$ cat src/rtl/trc_pkg.sv
package trc_pkg;
  localparam int ENTRY_W = 6;
  typedef logic [ENTRY_W-1:0] entry_t;

  typedef enum logic [1:0] {
    EV_STAT   = 2'd0,
    EV_RDATA  = 2'd1,
    EV_WDATA  = 2'd2,
    EV_TARGET = 2'd3
  } ev_kind_e;

  localparam entry_t ST_SEQ  = 6'h01;
  localparam entry_t TAG_RUN = 6'h10;
  localparam entry_t TAG_RD  = 6'h20;
  localparam entry_t TAG_WR  = 6'h30;
endpackage

$ cat src/rtl/trc_encoder.sv
module trc_encoder
  import trc_pkg::*;
#(
  parameter int RUN_MAX  = 15,
  parameter int ADDR_NIB = 4,
  parameter int LANES    = ADDR_NIB + 1,
  parameter int CNT_W    = $clog2(LANES + 1)
) (
  input  logic                       clk_i,
  input  logic                       rst_ni,
  input  logic                       fire_i,
  input  logic [1:0]                 kind_i,
  input  entry_t                     code_i,
  input  logic [4*ADDR_NIB-1:0]      data_i,
  output logic [LANES-1:0][ENTRY_W-1:0] lanes_o,
  output logic [CNT_W-1:0]           n_o
);
  localparam int RUN_W = $clog2(RUN_MAX);

  logic [RUN_W-1:0] run_q, run_d;
  ev_kind_e kind;
  logic     is_seq;

  assign kind   = ev_kind_e'(kind_i);
  assign is_seq = (kind == EV_STAT) && (code_i == ST_SEQ);

  always_comb begin
    lanes_o = '0;
    n_o     = '0;
    run_d   = run_q;
    if (fire_i) begin
      if (is_seq) begin
        if (run_q == RUN_W'(RUN_MAX - 1)) begin
          lanes_o[0] = TAG_RUN | ENTRY_W'(RUN_MAX);
          n_o        = CNT_W'(1);
          run_d      = '0;
        end else begin
          run_d = run_q + RUN_W'(1);
        end
      end else begin
        // flush pending run ahead of anything else
        if (run_q != '0) begin
          lanes_o[0] = (run_q == RUN_W'(1)) ? ST_SEQ : (TAG_RUN | ENTRY_W'(run_q));
          n_o        = CNT_W'(1);
        end
        run_d = '0;
        unique case (kind)
          EV_STAT: begin
            lanes_o[n_o] = code_i;
            n_o          = n_o + CNT_W'(1);
          end
          EV_RDATA, EV_WDATA: begin
            for (int k = 0; k < 2; k++) begin
              lanes_o[n_o] = ((kind == EV_RDATA) ? TAG_RD : TAG_WR) | {2'b00, data_i[4*k +: 4]};
              n_o          = n_o + CNT_W'(1);
            end
          end
          EV_TARGET: begin
            for (int k = 0; k < ADDR_NIB; k++) begin
              lanes_o[n_o] = TAG_RD | {2'b00, data_i[4*k +: 4]};
              n_o          = n_o + CNT_W'(1);
            end
          end
          default: ;
        endcase
      end
    end
  end

  always_ff @(posedge clk_i or negedge rst_ni) begin
    if (!rst_ni) run_q <= '0;
    else         run_q <= run_d;
  end

  a_r4_run_below_limit: assert property (@(posedge clk_i) disable iff (!rst_ni)
    run_q < RUN_W'(RUN_MAX));

  a_r3_run_clears: assert property (@(posedge clk_i) disable iff (!rst_ni)
    (fire_i && !is_seq) |=> (run_q == '0));

  a_r2_single_flush: assert property (@(posedge clk_i) disable iff (!rst_ni)
    (fire_i && !is_seq && run_q == RUN_W'(1)) |-> (lanes_o[0] == ST_SEQ && n_o >= CNT_W'(2)));

  a_r10_idle_holds_run: assert property (@(posedge clk_i) disable iff (!rst_ni)
    !fire_i |=> $stable(run_q));

  a_r8_lane_bound: assert property (@(posedge clk_i) disable iff (!rst_ni)
    n_o <= CNT_W'(LANES));
endmodule

$ cat src/rtl/trc_buffer.sv
module trc_buffer
  import trc_pkg::*;
#(
  parameter int DEPTH = 64,
  parameter int LANES = 5,
  parameter int CNT_W = $clog2(LANES + 1),
  parameter int AW    = $clog2(DEPTH)
) (
  input  logic                          clk_i,
  input  logic                          rst_ni,
  input  logic [LANES-1:0][ENTRY_W-1:0] lanes_i,
  input  logic [CNT_W-1:0]              n_i,
  input  logic [AW-1:0]                 rd_addr_i,
  output entry_t                        rd_data_o,
  output logic [AW-1:0]                 oldest_o,
  output logic [AW:0]                   count_o
);
  localparam int LW = $clog2(LANES);

  entry_t          mem_q [DEPTH];
  logic [AW-1:0]   wr_ptr_q;
  logic [AW:0]     count_q, sum;
  entry_t          rd_q;

  for (genvar e = 0; e < DEPTH; e++) begin : g_slot
    logic [AW-1:0] off;
    assign off = AW'(e) - wr_ptr_q;
    always_ff @(posedge clk_i or negedge rst_ni) begin
      if (!rst_ni)                mem_q[e] <= '0;
      else if (off < AW'(n_i))    mem_q[e] <= lanes_i[off[LW-1:0]];
    end
  end

  assign sum = count_q + (AW+1)'(n_i);

  always_ff @(posedge clk_i or negedge rst_ni) begin
    if (!rst_ni) begin
      wr_ptr_q <= '0;
      count_q  <= '0;
      rd_q     <= '0;
    end else begin
      wr_ptr_q <= wr_ptr_q + AW'(n_i);
      count_q  <= (sum > (AW+1)'(DEPTH)) ? (AW+1)'(DEPTH) : sum;
      rd_q     <= mem_q[rd_addr_i];
    end
  end

  assign rd_data_o = rd_q;
  assign count_o   = count_q;
  assign oldest_o  = (count_q == (AW+1)'(DEPTH)) ? wr_ptr_q : '0;

  a_r9_count_cap: assert property (@(posedge clk_i) disable iff (!rst_ni)
    count_q <= (AW+1)'(DEPTH));

  a_r9_full_sticks: assert property (@(posedge clk_i) disable iff (!rst_ni)
    (count_q == (AW+1)'(DEPTH)) |=> (count_q == (AW+1)'(DEPTH)));

  a_r9_ptr_idle: assert property (@(posedge clk_i) disable iff (!rst_ni)
    (n_i == '0) |=> $stable(wr_ptr_q));

  a_r9_count_grows: assert property (@(posedge clk_i) disable iff (!rst_ni)
    (n_i != '0 && count_q < (AW+1)'(DEPTH)) |=> (count_q > $past(count_q)));
endmodule

$ cat src/rtl/trace_compressor.sv
module trace_compressor
  import trc_pkg::*;
#(
  parameter int DEPTH    = 64,
  parameter int ADDR_NIB = 4,
  parameter int RUN_MAX  = 15,
  localparam int AW      = $clog2(DEPTH),
  localparam int LANES   = ADDR_NIB + 1,
  localparam int CNT_W   = $clog2(LANES + 1)
) (
  input  logic                  clk_i,
  input  logic                  rst_ni,
  input  logic                  ev_valid_i,
  input  logic [1:0]            ev_kind_i,
  input  logic [ENTRY_W-1:0]    ev_code_i,
  input  logic [4*ADDR_NIB-1:0] ev_data_i,
  input  logic                  freeze_i,
  input  logic [AW-1:0]         rd_addr_i,
  output logic [ENTRY_W-1:0]    rd_data_o,
  output logic [AW-1:0]         oldest_o,
  output logic [AW:0]           count_o
);
  logic                          fire;
  logic [LANES-1:0][ENTRY_W-1:0] lanes;
  logic [CNT_W-1:0]              n_wr;

  assign fire = ev_valid_i && !freeze_i;

  trc_encoder #(
    .RUN_MAX (RUN_MAX),
    .ADDR_NIB(ADDR_NIB),
    .LANES   (LANES),
    .CNT_W   (CNT_W)
  ) u_enc (
    .clk_i  (clk_i),
    .rst_ni (rst_ni),
    .fire_i (fire),
    .kind_i (ev_kind_i),
    .code_i (ev_code_i),
    .data_i (ev_data_i),
    .lanes_o(lanes),
    .n_o    (n_wr)
  );

  trc_buffer #(
    .DEPTH(DEPTH),
    .LANES(LANES),
    .CNT_W(CNT_W),
    .AW   (AW)
  ) u_buf (
    .clk_i    (clk_i),
    .rst_ni   (rst_ni),
    .lanes_i  (lanes),
    .n_i      (n_wr),
    .rd_addr_i(rd_addr_i),
    .rd_data_o(rd_data_o),
    .oldest_o (oldest_o),
    .count_o  (count_o)
  );

  a_r10_freeze_holds: assert property (@(posedge clk_i) disable iff (!rst_ni)
    freeze_i |=> ($stable(count_o) && $stable(oldest_o)));

  a_r10_no_write_frozen: assert property (@(posedge clk_i) disable iff (!rst_ni)
    freeze_i |-> (n_wr == '0));
endmodule

$ cat config.mk
export PLATFORM = sky130hd
export DESIGN_NAME = trace_compressor
export DESIGN_NICKNAME = d
export VERILOG_FILES = /design/src/rtl/trc_pkg.sv /design/src/rtl/trc_encoder.sv /design/src/rtl/trc_buffer.sv /design/src/rtl/trace_compressor.sv
export SDC_FILE = /design/constraint.sdc
export NUM_CORES = 1
export LEC_CHECK = 0
export ABC_AREA = 1
export BUFFER_PORTS_ARGS = -buffer_cell sky130_fd_sc_hd__buf_2
export CAP_MARGIN = 20
export CORE_MARGIN = 8
export CORE_UTILIZATION = 50
export DETAILED_ROUTE_END_ITERATION = 16
export PLACE_DENSITY = 0.75
export SKIP_LAST_GASP = 1
export SYNTH_ARGS = -nofsm -noshare
export SYNTH_HDL_FRONTEND = slang
export SYNTH_HIERARCHICAL = 1
export SYNTH_SLANG_ARGS = --single-unit
export TNS_END_PERCENT = 50
$ cat constraint.sdc
create_clock -name clk_i -period 5.1 [get_ports clk_i]
set_input_delay 1.02 -clock clk_i [delete_from_list [all_inputs] [get_ports clk_i]]
set_output_delay 1.02 -clock clk_i [all_outputs]
set_load 0.005 [all_outputs]
==> flow_summary.json <==
{
  "clkTransAtPathRegs_ns": 0.06,
  "layout_common_cells": "nand2_1, dfrtp_1, nand3_1",
  "cts_sinks": 407,
  "rsz0062_at_grt": "no",
  "outcome": "completed",
  "ys_ff_latch": 407,
  "final_nets": 3321,
  "power.total_mw": 17.28,
  "ioPinCount": 53,
  "seq_area_frac_synth_pct": 43.76,
  "cts_resized": 0,
  "io_buffers": 52,
  "crit_fanout": 14,
  "first_pass_iters": 6,
  "yosys.area_share.simple_pct": 36.79,
  "maxCapViolCount": 0,
  "drt_wl_total_um": 78570,
  "yosys.area_share.adder_pct": 2.301,
  "critPathArrivalTime_ns": 4.35,
  "die_area_um2": 53710,
  "htreeDepth": 2,
  "route.vias.total": 22150,
  "syn_avg_cell_area_um2": 7.181,
  "cts_tree": "yes",
  "synth_top_family_by_area": "simple AND/OR/NAND/NOR gates",
  "clkLatencyLatePin_ns": 0.59,
  "track_usage_pct": 28.90,
  "clockRootBuffer": "clkbuf_16",
  "skew_ns": 0.02625,
  "worst_pin_slew_ns": 1.121,
  "grt_max_degree": 118,
  "clockBufferDepth": 3,
  "die_x_um": 231.7,
  "n_fill_cell": 4400,
  "syn_area_um2": 23270,
  "power-per-cell-area_nw_per_um2": 677.3,
  "period_share_pct": 75.32,
  "row_count": 79,
  "end_kind": "register",
  "finalHoldViolations": 0,
  "ant_nets": 0,
  "synth_xor_area_share_pct": 2.414,
  "drc": 0,
  "critical_path_required_ns": 5.61,
  "start_util_pct": 50.31,
  "antenna_found_initial": 1,
  "max_slew_margin_pct": 23.11,
  "cts.hold.buffers_added": 0,
  "area_growth_pct": 9.607,
  "netlist_instances": 3241,
  "cts_setup_buffers": 0,
  "leakage_nw": 12.73,
  "max_freq_ghz": 0.2603,
  "cts_buffers": 43,
  "wl_per_cell_um": 20.22,
  "gr-total-overflow": 0,
  "crit_path_start_kind": "register",
  "synth_compound_area_share_pct": 8.483,
  "dieHeight_um": 231.7,
  "final.setup.tns_ns": 0,
  "drt-initial-drc-count": 3148,
  "slew_viol_final": 0,
  "gp_congestion": 0.9989,
  "fin_crit_ns": 3.841,
  "grt_pass1_wl_um": 120000,
  "core_area_um2": 46260,
  "yosys-top-cells-area": "dfrtp_1, nand2_1, nand3_1, o21ai_0, inv_1",
  "criticalPathCategory": "reg2reg",
  "synth_top_area_cell": "dfrtp_1",
  "finalSetupViolCount": 0,
  "yosys.area.top_type_share_pct": 43.76,
  "final_core_util_pct": 55.14,
  "viasPerCell": 5.700,
  "hold_class": "in2async",
  "vdd_ir_drop_max_mv": 0.4072,
  "diodes": 0,
  "drive_gt1_share_pct": 8.938,
  "yosys_warnings": 6,
  "synthMuxAreaShare_pct": 0.2581,
  "layout_commonest_cell": "nand2_1",
  "dpl.hpwl_um": 54700,
  "grt_pass1_vias": 20290,
  "synth_cell_types": 57
}
-- cells by family after synthesis --
kind of cell               Yosys count
adders and majority gates           41
xor gates and xnor gates            53
other                                1
muxes                                6
AOI/OAI and AO/OA                  368
buffers and inverters              325
DFF                                407
and+or+nand+nor                   2040
-- final timing paths --
path / cells past startpoint / slack (ns) / start / end
min in group clk_i: 2 / 0.47 / u_buf/mem_q[368] / u_buf/mem_q[368]
setup reg to reg: 17 / 1.26 / u_enc/run_q[3] / u_buf/mem_q[365]
hold reg to reg: 2 / 0.47 / u_buf/mem_q[368] / u_buf/mem_q[368]
max in group asynchronous: 2 / 3.55 / rst_ni / u_buf/mem_q[366]
hold / removal: 1 / 0.44 / rst_ni / u_buf/count_o[1]
setup / recovery: 17 / 1.26 / u_enc/run_q[3] / u_buf/mem_q[365]
-- where the power goes --
part / switching [mW] / total [mW] / internal, mW / leakage [nW]
Clock: 1.36 / 3.14 / 1.78 / 0.681
Sequential: 0.733 / 5.22 / 4.49 / 5.33
Combinational: 6.52 / 8.91 / 2.39 / 6.71
Total: 8.61 / 17.3 / 8.66 / 12.7
-- registers in the layout, indices dropped and copies added (netlist names) --
signal / cells
u_buf/rd_data_o: 6
u_enc/run_q: 4
u_buf/count_o: 7
u_buf/wr_ptr_q: 6
u_buf/mem_q: 384
-- synthesized netlist by cell type, drive strengths merged --
master,count
dfrtp,407
fa,3
clkbuf,73
nor3b,4
clkinv,1
o211ai,4
ha,38
buf,85
and2,7
nand3b,6
nor3,30
o22ai,1
a21o,1
nand4,21
nand3,396
inv,166
or2,7
mux2i,6
nor4,2
xnor2,4
a21oi,59
nand2,1443
a211oi,1
conb,1
and2b,1
a21boi,3
and3,5
o21a,2
o21ai,297
nor2b,1
nor2,117
xor2,49
-- metal layers --
| metal | wire length (um) | share of wire [%] | global-route usage, % |
|---|---|---|---|
| met1 | 31700 | 40 | 39.09 |
| met2 | 33030 | 42 | 41.79 |
| met3 | 8289 | 11 | 6.878 |
| met4 | 5493 | 7.0 | 17.25 |
| met5 | 54 | 0.069 | 0 |
-- critical path, cell delays in order (launching register included) --
cell and delay, ns:
dfrtp_1 0.42, nor2_1 0.63, nand2_4 0.07, inv_2 0.16
nor2_2 0.08, inv_1 0.08, nand2_1 0.06, a21oi_1 0.12
buf_4 0.15, ha_1 0.16, inv_1 0.08, fa_1 0.43
a211oi_1 0.49, o21ai_0 0.17, buf_4 0.22, nor2_1 0.27
nand2_1 0.10, nand2_1 0.10
-- stage by stage --
stage | cell area (um2) | setup slack, ns | cells | hold WS [ns]
after floorplan | 23280 | 1.318 | 3242 | 0.4422
after global placement | 24110 | 0.7547 | 3806 | 0.4555
after detailed placement | 24120 | 0.7159 | 3807 | 0.4588
after CTS | 25500 | 1.292 | 3884 | 0.4740
after global routing | 25510 | 0.9752 | 3885 | 0.4905
final | 25510 | 1.259 | 3885 | 0.4391
-- cell type report --
cell class | count | area (um2) | share of cell area (%)
Clock buffer | 61 | 1184 | 4.640
Clock inverter | 16 | 200.2 | 0.7848
Inverter | 167 | 631.9 | 2.477
Multi-Input combinational cell | 2510 | 11710 | 45.88
Sequential cell | 407 | 10190 | 39.93
Tap cell | 607 | 759.5 | 2.977
Timing Repair Buffer | 117 | 843.3 | 3.306
(Power assumes the default switching activity.)
